$ cat src/rtl/twi_pkg.sv
package twi_pkg;
  localparam int unsigned BYTE_W = 8;
  localparam int unsigned CNT_W  = 4;

  typedef enum logic [2:0] {
    ST_IDLE,
    ST_DEV,
    ST_REG,
    ST_WR,
    ST_RD,
    ST_WAIT
  } twi_state_e;
endpackage

$ cat src/rtl/twi_line_sync.sv
module twi_line_sync #(
  parameter int unsigned LINES  = 2,
  parameter int unsigned STAGES = 2
) (
  input  logic             clk,
  input  logic             rst_n,
  input  logic [LINES-1:0] d_i,
  output logic [LINES-1:0] q_o
);
  logic [LINES-1:0] stage [STAGES];

  for (genvar s = 0; s < STAGES; s++) begin : g_stage
    always_ff @(posedge clk or negedge rst_n) begin
      if (!rst_n) stage[s] <= '1;
      else if (s == 0) stage[s] <= d_i;
      else stage[s] <= stage[(s == 0) ? 0 : s-1];
    end
  end

  assign q_o = stage[STAGES-1];
endmodule

$ cat src/rtl/twi_bus_events.sv
module twi_bus_events (
  input  logic clk,
  input  logic rst_n,
  input  logic scl_s,
  input  logic sda_s,
  output logic start_o,
  output logic stop_o,
  output logic rise_o,
  output logic fall_o
);
  logic scl_q, sda_q;

  always_ff @(posedge clk or negedge rst_n) begin
    if (!rst_n) begin
      scl_q <= 1'b1;
      sda_q <= 1'b1;
    end else begin
      scl_q <= scl_s;
      sda_q <= sda_s;
    end
  end

  // conditions need SCL high on both samples
  assign start_o = scl_s & scl_q &  sda_q & ~sda_s;
  assign stop_o  = scl_s & scl_q & ~sda_q &  sda_s;
  assign rise_o  = scl_s & ~scl_q;
  assign fall_o  = ~scl_s & scl_q;
endmodule

$ cat src/rtl/twi_xfer_ctl.sv
module twi_xfer_ctl
  import twi_pkg::*;
#(
  parameter logic [3:0]  DEV_ID      = 4'b0101,
  parameter logic [2:0]  DEV_SEL     = 3'b000,
  parameter int unsigned NUM_REGS    = 4,
  parameter logic [7:0]  STATUS_ADDR = 8'h00
) (
  input  logic              clk,
  input  logic              rst_n,
  input  logic              start_i,
  input  logic              stop_i,
  input  logic              rise_i,
  input  logic              fall_i,
  input  logic              sda_i,
  input  logic [BYTE_W-1:0] rd_data_i,
  output logic              pull_o,
  output logic              wr_en_o,
  output logic [BYTE_W-1:0] wr_addr_o,
  output logic [BYTE_W-1:0] wr_data_o,
  output logic [BYTE_W-1:0] ptr_o
);
  localparam logic [BYTE_W:0]  REG_LIMIT = (BYTE_W+1)'(NUM_REGS);
  localparam logic [CNT_W-1:0] LAST_BIT  = CNT_W'(BYTE_W);
  localparam logic [CNT_W-1:0] ACK_CLK   = CNT_W'(BYTE_W + 1);

  twi_state_e        st;
  logic [CNT_W-1:0]  cnt;
  logic [BYTE_W-1:0] sh;
  logic              second;
  logic              mack;
  logic              ack_ok;
  logic              in_map;

  assign in_map = {1'b0, ptr_o} < REG_LIMIT;

  always_comb begin
    unique case (st)
      ST_DEV:  ack_ok = (sh[7:4] == DEV_ID) && (sh[3:1] == DEV_SEL);
      ST_REG:  ack_ok = 1'b1;
      ST_WR:   ack_ok = !(second && (ptr_o == STATUS_ADDR));
      default: ack_ok = 1'b0;
    endcase
  end

  always_ff @(posedge clk or negedge rst_n) begin
    if (!rst_n) begin
      st        <= ST_IDLE;
      cnt       <= '0;
      sh        <= '0;
      second    <= 1'b0;
      mack      <= 1'b0;
      pull_o    <= 1'b0;
      wr_en_o   <= 1'b0;
      wr_addr_o <= '0;
      wr_data_o <= '0;
      ptr_o     <= '0;
    end else begin
      wr_en_o <= 1'b0;
      if (start_i) begin
        st     <= ST_DEV;
        cnt    <= '0;
        pull_o <= 1'b0;
      end else if (stop_i) begin
        st     <= ST_IDLE;
        cnt    <= '0;
        pull_o <= 1'b0;
      end else begin
        unique case (st)
          ST_DEV, ST_REG, ST_WR: begin
            if (rise_i) begin
              if (cnt < LAST_BIT) begin
                sh  <= {sh[BYTE_W-2:0], sda_i};
                cnt <= cnt + 1'b1;
              end else if (cnt == LAST_BIT) begin
                cnt <= ACK_CLK;
                if (st == ST_WR && in_map) begin
                  wr_en_o   <= 1'b1;
                  wr_addr_o <= ptr_o;
                  wr_data_o <= sh;
                end
              end
            end else if (fall_i) begin
              if (cnt == LAST_BIT) begin
                if (ack_ok) pull_o <= 1'b1;
                else        st     <= ST_WAIT;
              end else if (cnt == ACK_CLK) begin
                pull_o <= 1'b0;
                cnt    <= '0;
                unique case (st)
                  ST_DEV: begin
                    if (sh[0]) begin
                      st     <= ST_RD;
                      sh     <= rd_data_i;
                      pull_o <= ~rd_data_i[BYTE_W-1];
                    end else begin
                      st <= ST_REG;
                    end
                  end
                  ST_REG: begin
                    ptr_o  <= sh;
                    second <= 1'b0;
                    st     <= ST_WR;
                  end
                  default: second <= 1'b1;
                endcase
              end
            end
          end
          ST_RD: begin
            if (rise_i) begin
              if (cnt < LAST_BIT) cnt <= cnt + 1'b1;
              else if (cnt == LAST_BIT) begin
                mack <= ~sda_i;
                cnt  <= ACK_CLK;
              end
            end else if (fall_i) begin
              if (cnt != '0 && cnt < LAST_BIT) begin
                sh     <= {sh[BYTE_W-2:0], 1'b0};
                pull_o <= ~sh[BYTE_W-2];
              end else if (cnt == LAST_BIT) begin
                pull_o <= 1'b0;
              end else if (cnt == ACK_CLK) begin
                cnt <= '0;
                if (mack) begin
                  sh     <= rd_data_i;
                  pull_o <= ~rd_data_i[BYTE_W-1];
                end else begin
                  st <= ST_WAIT;
                end
              end
            end
          end
          default: ;
        endcase
      end
    end
  end
endmodule

$ cat src/rtl/twi_reg_slave.sv
module twi_reg_slave
  import twi_pkg::*;
#(
  parameter logic [3:0]  DEV_ID      = 4'b0101,
  parameter logic [2:0]  DEV_SEL     = 3'b000,
  parameter int unsigned NUM_REGS    = 4,
  parameter logic [7:0]  STATUS_ADDR = 8'h00,
  parameter int unsigned SYNC_STAGES = 2
) (
  input  logic       clk,
  input  logic       rst_n,
  input  logic       scl_i,
  input  logic       sda_i,
  output logic       sda_pull_o,
  output logic       wr_en_o,
  output logic [7:0] wr_addr_o,
  output logic [7:0] wr_data_o,
  output logic [7:0] rd_addr_o,
  input  logic [7:0] rd_data_i
);
  logic [1:0] lines_s;
  logic       start_ev, stop_ev, scl_rise, scl_fall;

  twi_line_sync #(.LINES(2), .STAGES(SYNC_STAGES)) u_sync (
    .clk   (clk),
    .rst_n (rst_n),
    .d_i   ({scl_i, sda_i}),
    .q_o   (lines_s)
  );

  twi_bus_events u_events (
    .clk     (clk),
    .rst_n   (rst_n),
    .scl_s   (lines_s[1]),
    .sda_s   (lines_s[0]),
    .start_o (start_ev),
    .stop_o  (stop_ev),
    .rise_o  (scl_rise),
    .fall_o  (scl_fall)
  );

  twi_xfer_ctl #(
    .DEV_ID      (DEV_ID),
    .DEV_SEL     (DEV_SEL),
    .NUM_REGS    (NUM_REGS),
    .STATUS_ADDR (STATUS_ADDR)
  ) u_ctl (
    .clk       (clk),
    .rst_n     (rst_n),
    .start_i   (start_ev),
    .stop_i    (stop_ev),
    .rise_i    (scl_rise),
    .fall_i    (scl_fall),
    .sda_i     (lines_s[0]),
    .rd_data_i (rd_data_i),
    .pull_o    (sda_pull_o),
    .wr_en_o   (wr_en_o),
    .wr_addr_o (wr_addr_o),
    .wr_data_o (wr_data_o),
    .ptr_o     (rd_addr_o)
  );
endmodule

$ cat config.mk
export PLATFORM = sky130hd
export DESIGN_NAME = twi_reg_slave
export DESIGN_NICKNAME = d
export VERILOG_FILES = /design/src/rtl/twi_pkg.sv /design/src/rtl/twi_line_sync.sv /design/src/rtl/twi_bus_events.sv /design/src/rtl/twi_xfer_ctl.sv /design/src/rtl/twi_reg_slave.sv
export SDC_FILE = /design/constraint.sdc
export NUM_CORES = 1
export LEC_CHECK = 0
export BUFFER_PORTS_ARGS = -buffer_cell sky130_fd_sc_hd__clkbuf_2
export CORE_MARGIN = 3
export CORE_UTILIZATION = 61
export DETAILED_ROUTE_END_ITERATION = 8
export PLACE_DENSITY = 0.85
export SLEW_MARGIN = 20
export SYNTH_ARGS = -nofsm -noshare
export SYNTH_HDL_FRONTEND = slang
export SYNTH_SLANG_ARGS = --single-unit
$ cat constraint.sdc
create_clock -name clk -period 3.5 [get_ports clk]
set_clock_uncertainty 0.15 [all_clocks]
set_input_delay 0 -clock clk [delete_from_list [all_inputs] [get_ports clk]]
set_output_delay 0 -clock clk [all_outputs]
set_load 0.005 [all_outputs]
==> impl_metrics.csv <==
group,metric,value,unit
worst_setup_path,cp_top_family,"simple AND/OR/NAND/NOR gates",
die,initial_core_util,65.70,%
timing,hold_viol,0,
grt,grt_use_met1,34.25,%
timing,grt_setup_unrepaired,"no",
die,die_area,4927,um2
route,drc,0,
route,avgViaCountPerCell,6.179,
timing,fmax,383.7,MHz
grt,busiest_layer,"met2",
logic_synthesis,yosys.cell_types.count,58,
grt,met2_usage,40.40,%
placed_design,dp_slack,1.009,ns
timing,fin_crit_sh,74.46,%
worst_setup_path,crit_path_top_delay_cell,"and4_1",
logic_synthesis,synth_ff_type,"dfrtp_1",
final_layout,area_growth,16.53,%
clock_tree,clkSinkCount,49,
logic_synthesis,yosysTopAreaCell,"dfrtp_1",
worst_setup_path,max_stage_delay,0.78,ns
logic_synthesis,synth_edf_count,0,
power,power_frac_comb,12.8,%
worst_setup_path,arrival,2.64,ns
logic_synthesis,synth_area,2514,um2
placed_design,place_inst,293,
placed_design,globalplace.congestion,0.9629,
worst_setup_path,startpoint_type,"flop",
clock_tree,clockRootBuffer,"clkbuf_8",
die,core,3826,um2
power,pwr-share-clk,34.1,%
die,die_h,70.20,um
logic_synthesis,yosys-top-cells-area,"dfrtp_1 43%, mux2_2 9.0%, dfstp_2 6.3%, mux2_4 3.6%, nor2b_1 2.5%",
placed_design,io_buffers,37,
timing,tns,0,ns
power,switching_power,328.2,uW
clock_tree,htreeDepth,2,
power,p_seq_share,53.1,%
placed_design,hpwl,3958,um
power,total_power,1.217,mW
clock_tree,tritoncts,"yes",
route,wl_per_cell,18.97,um
worst_setup_path,crit_buf_inv,1,
clock_tree,clk_pin_slew,0.10,ns
route,drt-pass1-iter-count,5,
timing,setup_ws,0.8939,ns
worst_setup_path,rrSetupSlack,0.89,ns
worst_setup_path,reg2regPathDepth,4,
clock_tree,clk_path_buf_depth,2,
power,swShare,26.97,%
die,pin_count,38,
logic_synthesis,yosysSeqAreaShare,49.08,%
timing,slew_violations,0,
worst_setup_path,worstPathRequired,3.54,ns
die,rows,22,
final_layout,diodes,0,
timing,hold_slack,0.002331,ns
timing,finalSetupViolations,0,
power,worst_ir_drop_vdd,0.2465,mV
final_layout,fin_cells,312,
timing,relSlewSlack,47.41,%
route,drt-total-wl,5920,um
grt,first_global_vias,1913,
logic_synthesis,yosys.area.top_type_share,42.81,%
route,dr.first_iter.drc_count,140,
timing,fin_crit,2.606,ns
power,p_leak,1.414,nW
power,p_int,888.6,uW
clock_tree,cts_buffers,5,
final_layout,final_cell_mix,"43 x dfrtp_1, 37 x clkbuf_2, 20 x mux2_2",
logic_synthesis,yosysWarnings,0,
logic_synthesis,ys_seq_elements,49,
logic_synthesis,netlist_instances,216,
die,die_w,70.20,um
final_layout,drive_gt1_share,32.95,%
logic_synthesis,synthArstFlopShare,100.0,%
clock_tree,postCtsSetupBuffers,0,
final_layout,final_nets,278,
route,ant_nets,0,
grt,grt_max_degree,33,
worst_setup_path,r2r_end,"u_ctl.wr_data_o[3]",
grt,grt_overflow,0,
power,power.density,415.4,nW/um2
worst_setup_path,r2r-start,"u_ctl.cnt[3]",
worst_setup_path,path_max_fanout,16,
final_layout,final_common_cell,"dfrtp_1",
run_status,outcome,"completed",
clock_tree,clock_latency,0.31,ns
flow_run,max_cap_viol_count,0,
grt,grt_pass1_wl,9673,um
grt,grtUsageMet3,4.604,%
route,routed-via-count,1928,
worst_hold_path,min_path_type,"in -> async",
worst_setup_path,crit_chain,"inv_1 > nor4_1 > and4_1 > mux2_2",
logic_synthesis,avgSynthCellArea,11.64,um2
logic_synthesis,syn_nets,231,
grt,track_usage,25.03,%
timing,tightestPinTransition,0.7889,ns
grt,antenna_found_initial,0,
worst_setup_path,crit_type,"reg -> reg",
worst_setup_path,end_kind,"flop",
metal layers:
layer	wire length (um)	up-vias	share of wire (%)
li1	-	890	-
met4	94	0	1.6
met2	2890	75	49
met3	358	11	6.0
met1	2577	952	44
met5	0	-	0
what timing repair did:
action,in CTS,in global routing
resized for setup,0,0
hold buffers,11,0
hold endpoints to repair,59,0
worst reg2reg max path, stage by stage (launching register included):
cell	delay, ns
dfrtp_1	0.59
inv_1	0.19
nor4_1	0.33
and4_1	0.78
mux2_2	0.44
cell usage after synthesis, types with 3 or more instances:
| cell type | instances |
|---|---|
| nand2_1 | 9 |
| nor3_1 | 4 |
| buf_2 | 3 |
| ha_1 | 3 |
| a22o_1 | 6 |
| mux2_4 | 6 |
| nand3_1 | 4 |
| nor3b_1 | 3 |
| a21o_1 | 4 |
| mux2_2 | 20 |
| dfstp_2 | 6 |
| a21oi_1 | 8 |
| nand2b_1 | 4 |
| nand4_1 | 3 |
| dfrtp_1 | 43 |
| nor2b_1 | 10 |
| nor2_1 | 10 |
| buf_4 | 3 |
| o21ai_0 | 12 |
| inv_1 | 6 |
how the worst max path moves through the flow:
stage                     cells past startpoint  slack, ns    startpoint                  to
after floorplan                               6       1.35  u_ctl.cnt[0]      u_ctl.ptr_o[0]
after global placement                        6       1.13  u_ctl.cnt[0]      u_ctl.ptr_o[4]
after detailed placement                      4       1.01  u_ctl.cnt[3]  u_ctl.wr_data_o[3]
after CTS                                     4       0.97  u_ctl.cnt[3]  u_ctl.wr_data_o[1]
after global routing                          4       0.76  u_ctl.cnt[3]  u_ctl.wr_data_o[3]
final                                         4       0.89  u_ctl.cnt[3]  u_ctl.wr_data_o[3]
power by group through the flow:
| stage | Sequential (mW) | Clock, mW | Combinational [mW] |
|---|---|---|---|
| 3_5_place_dp | 0.654 | 0 | 0.143 |
| 6_report | 0.646 | 0.414 | 0.156 |
| 2_1_floorplan | 0.630 | 0 | 0.115 |
| 5_1_grt | 0.651 | 0.441 | 0.171 |
| 3_3_place_gp | 0.652 | 0 | 0.138 |
| 4_1_cts | 0.642 | 0.419 | 0.153 |
through the flow:
stage | utilization (%) | cell area [um2]
4_1_cts | 76.55 | 2929
3_3_place_gp | 70.73 | 2706
3_5_place_dp | 70.73 | 2706
5_1_grt | 76.55 | 2929
6_report | 76.55 | 2929
2_1_floorplan | - | 2514
flip-flops by register name, indices dropped and copies added, names as in the netlist, 2 cells and up:
| register | cells |
|---|---|
| u_ctl.cnt | 4 |
| u_ctl.ptr_o | 8 |
| u_ctl.sh | 8 |
| u_ctl.st | 3 |
| u_ctl.wr_addr_o | 8 |
| u_ctl.wr_data_o | 8 |
| u_sync.q_o | 2 |
| u_sync.stage | 2 |
area by class of cell:
class	instances	area (um2)
clock inverters	3	43.79
fillers	240	897.1
well taps	48	60.06
inverters	6	22.52
multi-input cells	151	1190
flip-flops and latches	49	1234
repair buffers	50	310.3
clock buffers	5	68.82
cells by family (layout without fill, tap and decap cells):
kind of cell | count (synthesis) | count (layout) | share of synthesized area, %
AO/OA/AOI/OAI | 50 | 50 | 14.39
flip-flops | 49 | 49 | 49.08
adder cells (fa/ha/maj) | 3 | 3 | 1.493
XOR/XNOR | 3 | 3 | 1.045
multiplexers | 29 | 29 | 13.79
buffers and inverters | 16 | 64 | 3.584
AND/OR/NAND/NOR | 66 | 66 | 16.63
Power figures use the tool's default switching activity.
